**config.mk**
```make
export PLATFORM = sky130hd
export DESIGN_NAME = pause_halt_timer
export DESIGN_NICKNAME = d
export VERILOG_FILES = /design/src/rtl/pause_pkg.sv /design/src/rtl/pause_cfg_reg.sv /design/src/rtl/pause_quanta_cnt.sv /design/src/rtl/pause_halt_timer.sv
export SDC_FILE = /design/constraint.sdc
export NUM_CORES = 1
export LEC_CHECK = 0
export ABC_AREA = 1
export BUFFER_PORTS_ARGS = -buffer_cell sky130_fd_sc_hd__buf_2
export CAP_MARGIN = 20
export CORE_MARGIN = 2
export CORE_UTILIZATION = 30
export CTS_CLUSTER_DIAMETER = 150
export DETAILED_ROUTE_END_ITERATION = 10
export PLACE_DENSITY = 0.6
export RECOVER_POWER = 100
export SYNTH_ARGS = -nofsm -noshare
export SYNTH_HDL_FRONTEND = slang
export SYNTH_SLANG_ARGS = --single-unit
```
**constraint.sdc**
```tcl
create_clock -name clk_i -period 3 [get_ports clk_i]
set_input_delay 0.15 -clock clk_i [delete_from_list [all_inputs] [get_ports clk_i]]
set_output_delay 0.15 -clock clk_i [all_outputs]
set_load 0.02 [all_outputs]
```
**src/rtl/pause_pkg.sv**
```systemverilog
package pause_pkg;
  localparam int DATA_W       = 32;
  localparam int LEN_W        = 16;
  localparam int START_POS    = 16;
  localparam int QUANTUM_LOG2 = 9;
  typedef logic [LEN_W-1:0] len_t;
endpackage

```
**src/rtl/pause_cfg_reg.sv**
```systemverilog
module pause_cfg_reg #(
  parameter int DATA_W    = pause_pkg::DATA_W,
  parameter int LEN_W     = pause_pkg::LEN_W,
  parameter int START_POS = pause_pkg::START_POS
) (
  input  logic              clk_i,
  input  logic              rst_ni,
  input  logic              wr_en_i,
  input  logic [DATA_W-1:0] wr_data_i,
  output logic              start_o,
  output logic [LEN_W-1:0]  load_len_o,
  output logic [DATA_W-1:0] rd_data_o
);
  localparam int PAD_W = DATA_W - LEN_W;

  logic [LEN_W-1:0] len_q;

  always_ff @(posedge clk_i or negedge rst_ni) begin
    if (!rst_ni)      len_q <= '0;
    else if (wr_en_i) len_q <= wr_data_i[LEN_W-1:0];
  end

  // trigger is a pulse; the length loaded is the one written alongside it
  assign start_o    = wr_en_i & wr_data_i[START_POS];
  assign load_len_o = wr_data_i[LEN_W-1:0];
  assign rd_data_o  = {{PAD_W{1'b0}}, len_q};

  AST_LEN_HOLD: assert property (@(posedge clk_i) disable iff (!rst_ni)
    !wr_en_i |=> $stable(rd_data_o));
endmodule

```
**src/rtl/pause_quanta_cnt.sv**
```systemverilog
module pause_quanta_cnt #(
  parameter int LEN_W = pause_pkg::LEN_W,
  parameter int SUB_W = pause_pkg::QUANTUM_LOG2
) (
  input  logic             clk_i,
  input  logic             rst_ni,
  input  logic             start_i,
  input  logic [LEN_W-1:0] load_i,
  input  logic             tick_i,
  output logic             halt_o
);
  localparam logic [SUB_W-1:0] SUB_LAST = {SUB_W{1'b1}};

  logic [LEN_W-1:0] cnt_q;
  logic [SUB_W-1:0] sub_q;
  logic             active;

  assign active = (cnt_q != '0);

  always_ff @(posedge clk_i or negedge rst_ni) begin
    if (!rst_ni) begin
      cnt_q <= '0;
      sub_q <= '0;
    end else if (start_i) begin
      cnt_q <= load_i;
      sub_q <= '0;
    end else if (active && tick_i) begin
      sub_q <= sub_q + 1'b1;
      if (sub_q == SUB_LAST) cnt_q <= cnt_q - 1'b1;
    end
  end

  assign halt_o = active;

  AST_START_LOAD: assert property (@(posedge clk_i) disable iff (!rst_ni)
    start_i |=> cnt_q == $past(load_i));
  AST_CNT_STEP: assert property (@(posedge clk_i) disable iff (!rst_ni)
    (!start_i && active) |=> (cnt_q == $past(cnt_q)) || (cnt_q == $past(cnt_q) - LEN_W'(1)));
  AST_IDLE_FROZEN: assert property (@(posedge clk_i) disable iff (!rst_ni)
    (!start_i && !active) |=> (cnt_q == '0) && (sub_q == '0));
  AST_TICK_DROPPED: assert property (@(posedge clk_i) disable iff (!rst_ni)
    start_i |=> sub_q == '0);
endmodule

```
**src/rtl/pause_halt_timer.sv**
```systemverilog
module pause_halt_timer
  import pause_pkg::*;
#(
  parameter int DW = DATA_W,
  parameter int LW = LEN_W,
  parameter int SP = START_POS,
  parameter int QL = QUANTUM_LOG2
) (
  input  logic          clk_i,
  input  logic          rst_ni,
  input  logic          wr_en_i,
  input  logic [DW-1:0] wr_data_i,
  output logic [DW-1:0] rd_data_o,
  input  logic          bit_tick_i,
  output logic          halt_o
);
  logic          start;
  logic [LW-1:0] load_len;

  pause_cfg_reg #(.DATA_W(DW), .LEN_W(LW), .START_POS(SP)) u_cfg (
    .clk_i      (clk_i),
    .rst_ni     (rst_ni),
    .wr_en_i    (wr_en_i),
    .wr_data_i  (wr_data_i),
    .start_o    (start),
    .load_len_o (load_len),
    .rd_data_o  (rd_data_o)
  );

  pause_quanta_cnt #(.LEN_W(LW), .SUB_W(QL)) u_cnt (
    .clk_i   (clk_i),
    .rst_ni  (rst_ni),
    .start_i (start),
    .load_i  (load_len),
    .tick_i  (bit_tick_i),
    .halt_o  (halt_o)
  );

  AST_HALT_ON_START: assert property (@(posedge clk_i) disable iff (!rst_ni)
    (wr_en_i && wr_data_i[SP] && wr_data_i[LW-1:0] != '0) |=> halt_o);
  AST_ZERO_NO_HALT: assert property (@(posedge clk_i) disable iff (!rst_ni)
    (wr_en_i && wr_data_i[SP] && wr_data_i[LW-1:0] == '0) |=> !halt_o);
  AST_START_READS_ZERO: assert property (@(posedge clk_i) disable iff (!rst_ni)
    rd_data_o[DW-1:LW] == '0);
endmodule

```
======== After elaboration in Yosys (flattened, before gate mapping) ========
Cells that the tools add are included.
word-level totals
  input port bits ......................... 36
  flip-flop bits (word level) ............. 41
  output and inout port bits .............. 33
cells by class
  mux-type cells .......................... 5
  add/subtract/negate cells ............... 2
  equal/unequal tests ..................... 1
  reduce and logical (&&, ||, !) cells .... 5
  bitwise gates (word level) .............. 1
operator list
  cell                                                 number
  two-way mux 16 bit                                   3
  two-way mux 9 bit                                    2
  nonzero test 16 bit                                  1
  subtractor 16 x 1 -> 16 bit (second input constant)  1
  adder 9 x 1 -> 9 bit (second input constant)         1
  == test 9 bit (second input constant)                1
  nonzero test 2 bit                                   2
  AND reduction 2 bit                                  1
  bitwise AND 1 bit                                    1
  logical AND 1 bit                                    1

======== Logic depth before layout (Yosys ltp) ========
  depth in word-level cells ............... 4
  depth in mapped cells ................... 12
  depth with buffers taken out ............ 12

======== Cells and area by module ========
Synthesis repeated with hierarchy kept, for this count alone.
second synthesis, totals
  cells, all modules ...................... 364
  area total of the unflattened synthesis .. 2,626.3 um^2
by module, submodules not included
  module            cells an instance  seq. area each (um^2)  instances  area an instance (um^2)
  pause_quanta_cnt  261                625.6                  1          1,730.4
  pause_cfg_reg     103                400.4                  1          895.9

======== Least setup slack after synthesis ========
OpenSTA, ideal clock, no wires.
  path type ............................... register to register
  start point ............................. reg u_cnt.sub_q[0]
  end point ............................... reg u_cnt.cnt_q[7]
  cell stages (with the launch flop) ...... 12
  clock period less this slack ............ 1,610 ps
  arrival time ............................ 1,493 ps
  path slack .............................. 1,390 ps
  cells stage by stage .................... dfrtp_1 -> ha_1 -> nand2_1 -> inv_1 -> nand2_1 -> nor2_1 -> ha_1 -> nand3_4 -> nand2_4 -> buf_6 -> nand2_1 -> o21ai_2
between the ends
  cells in the longest elaborated chain, start to end .. 3
ends and longest elaborated chain
  what                           line                    RTL
  from (decl)                    pause_quanta_cnt.sv:15  logic [SUB_W-1:0] sub_q;
  from (signal assigned)         pause_quanta_cnt.sv:28  sub_q <= sub_q + 1'b1;
  == test 9 bit                  pause_quanta_cnt.sv:29  if (sub_q == SUB_LAST) cnt_q <= cnt_q - 1'b1;
  nonzero test 2 bit (no line)   --
  AND reduction 2 bit (no line)  --
  to (signal assigned)           pause_quanta_cnt.sv:25  cnt_q <= load_i;
  to (signal assigned)           pause_quanta_cnt.sv:29
  to (decl)                      pause_quanta_cnt.sv:14  logic [LEN_W-1:0] cnt_q;
Every way passes these cells.
A chain may end at the register's enable or synchronous reset.

======== Worst setup path after layout ========
  start point ............................. reg u_cnt.cnt_q[0]
  end point ............................... out halt_o
between the ends
  cells in the longest elaborated chain, start to end .. 1
ends and longest elaborated chain
  what                 line                    RTL
  nonzero test 16 bit  pause_quanta_cnt.sv:18  assign active = (cnt_q != '0);
  to (decl)            pause_halt_timer.sv:15  output logic halt_o
Every way passes these cells.

==> reports/qor.txt <==
Via count: 2,048
CTS hold repair buffers: 0
Post-place instance area: 0.002684 mm²
Met2 Use GR: 0.2254
Worst Path Required: 2.85 ns
# setup viols final: 0
Fin crit share: 0.7785
Setup_tns: 0 ns
Critical Path Start Type: register
Synth area leader: dfrtp_1
P_leak: 1.357 nW
Crit path from: u_cnt.cnt_q[0]
Met1 usage: 0.1559
Reg2Reg Launch Point: u_cnt.cnt_q[0]
Share of cells above drive strength 1: 0.1397
GR Util All Layers: 0.1268
Final hold vios: 0
# Post-CTS Setup Buffers: 0
Min-delay src: wr_data_i[6]
Port Buf Inserts: 37
Initial DRC Count: 73
Slew @ Worst Pin: 2.262 ns
Avg Cell Area, Syn: 7.704 µm²
FF-to-FF setup slack: 0.91 ns
DRT Pass-1 Iters: 4
Synth area leaders: dfrtp_1, nand2_1, mux2_2
Slew headroom: -0.5081
ANT cells: 0
Die span in x: 95.22 µm
Post_cts resized: 0
Peak supply drop: 0.0002634 V
PD cells: 584.3 mW/mm²
Worst min-delay path category: in2reg
Post-Synthesis Cells: 324
Fin crit period: 2.335 ns
NumNets Final: 397
Clock tree sinks: 41
Netlist cell types: 29
Max_cap viols: 1
Busiest grt layer: met2
Placeable Area: 0.008134 mm²
DRT Wirelength: 5.077 mm
Cts bufs inserted: 5
Clock Latency Late Sink: 0.30 ns
Fin Hold WS: 0.08569 ns
RSZ-0062 raised after global routing: false
Violated checks: capacitance limit, slew limit
Max Clk Rate: 428.2 MHz
Final Cell Area: 0.002704 mm²
H-tree depth: 2
Clock transition at path regs: 0.08 ns
Initial antenna violation count: 0
Vias in the first global route: 2,019
CP Capture Type: primary output
Die Ht: 95.22 µm
Starting Density: 0.3069
Setup ws final: 0.6646 ns
CTS max path bufs: 2
GR Util met3: 0.01660
Clk_skew: 0.01054 ns
Detailed-route wire length per cell: 10.97 µm
Flip-flop and latch count after synthesis: 41
Synthesized cell area: 0.002496 mm²
Pre-CTS setup slack: 1.045 ns
Critical Path AT: 2.19 ns
Rows: 33
WS Path Type: reg2out
DRC Markers: 0
Final Slew Violations: 42
Area growth, synth to finish: 8.321%
Largest net degree at the start of global routing: 42
Clk root buf: clkbuf_8
Area share of the largest cell type after synthesis: 0.4110
IO Pins: 69
CTS tree: built
Die area: 0.009066 mm²
Seq/Total Area, Yosys: 0.4110
Via/cell ratio: 4.423
Total grt overflow: 0
Antenna Violating Nets Remaining: 0
Global-route wire length before repair: 9.108 mm
Final HPWL DP: 3.666 mm
GPL Wtd Cong: 0.8689
Critical path peak fanout: 8
Run status: complete, but fails checks
Syn. warnings: 0
## registers in the layout (all words and copies together) (netlist names)
| name | count |
|---|---|
| u_cnt.sub_q | 9 |
| u_cnt.cnt_q | 16 |
| u_cfg.len_q | 16 |
## final cells by class
type | count | area [µm²]
Sequential cell | 41 | 1026
Clock buffer | 6 | 82.58
Fill cell | 882 | 5430
Clock inverter | 1 | 7.507
Tap cell | 105 | 131.4
Multi-Input combinational cell | 241 | 1169
Inverter | 31 | 116.4
Timing Repair Buffer | 38 | 171.4
## per-layer routing
| metal | routed length [µm] | part of all wire |
|---|---|---|
| met1 | 2372 | 0.47 |
| met2 | 2426 | 0.48 |
| met4 | 87 | 0.017 |
| met5 | 0 | 0 |
| met3 | 190 | 0.037 |
## critical path, stage by stage (launching register included)
cell	delay (ns)
dfrtp_1	0.41
inv_1	0.13
ha_1	0.23
nand2_1	0.11
nor2_1	0.43
nand3_1	0.18
nand3b_1	0.22
buf_2	0.18
## through the flow
| stage | std cells | power [mW] | utilization |
|---|---|---|---|
| floorplan | 339 | 1.135 | - |
| detailed placement | 456 | 1.244 | 0.3299 |
| global placement | 456 | 1.231 | 0.3299 |
| CTS | 463 | 1.625 | 0.3410 |
| global route | 463 | 1.711 | 0.3324 |
| finish | 463 | 1.580 | 0.3324 |
## cell usage after synthesis
| cell type | n |
|---|---|
| nor2_2 | 3 |
| buf_2 | 4 |
| o21ai_2 | 7 |
| nor3_1 | 3 |
| a21oi_2 | 1 |
| conb_1 | 1 |
| nand3_4 | 1 |
| nand3_1 | 28 |
| xor2_2 | 1 |
| nand3b_1 | 2 |
| nand2_1 | 102 |
| o21ai_1 | 1 |
| o21ai_0 | 13 |
| xor2_1 | 1 |
| nand4_1 | 2 |
| inv_1 | 30 |
| dfrtp_1 | 41 |
| a31oi_1 | 1 |
| a21oi_1 | 5 |
| clkbuf_1 | 1 |
| nor2_1 | 31 |
| buf_6 | 3 |
| ha_1 | 3 |
| mux2_2 | 14 |
| buf_4 | 18 |
| nand2_4 | 1 |
| nor2_4 | 1 |
| inv_2 | 1 |
| nand2_2 | 4 |
## final timing paths
check / end / cells after the start
worst max-delay path: halt_o / 7
min in group asynchronous: u_cfg.len_q[0] / 1
worst max register to register: u_cnt.sub_q[6] / 9
max in group asynchronous: u_cnt.cnt_q[15] / 1
worst min-delay path: u_cfg.len_q[6] / 3
worst min register to register: u_cfg.len_q[8] / 1
## cell usage in the layout, fill, tap and decap left out, types with 2 or more instances in the layout
cell	netlist	layout
inv_1	30	31
conb_1	1	16
nor3_1	3	3
nand2_1	102	105
nand3_1	28	29
dfrtp_1	41	41
o21ai_2	7	2
a21oi_1	5	5
nor2_1	31	33
nand3b_1	2	2
clkbuf_8	0	6
o21ai_0	13	18
nand4_1	2	2
clkbuf_1	1	17
mux2_2	14	14
buf_2	4	20
ha_1	3	3
nor2_2	3	2
## power breakdown
part | internal, mW | total [mW] | switching (mW)
logic | 0.165 | 0.470 | 0.305
clock network | 0.182 | 0.379 | 0.197
registers | 0.640 | 0.731 | 0.0905
## cell families (layout without fill, tap and decap cells)
kind of cell,after synthesis,count (layout),synth area share
simple gates,178,178,0.3068
mux,14,14,0.06316
flops,41,41,0.4110
xor+xnor,2,2,0.01003
other cells,1,16,0.001502
fa+ha+maj,3,3,0.01504
buf+inv,57,76,0.1238
compound gates,28,28,0.06867
Power figures use the tool's default switching activity.
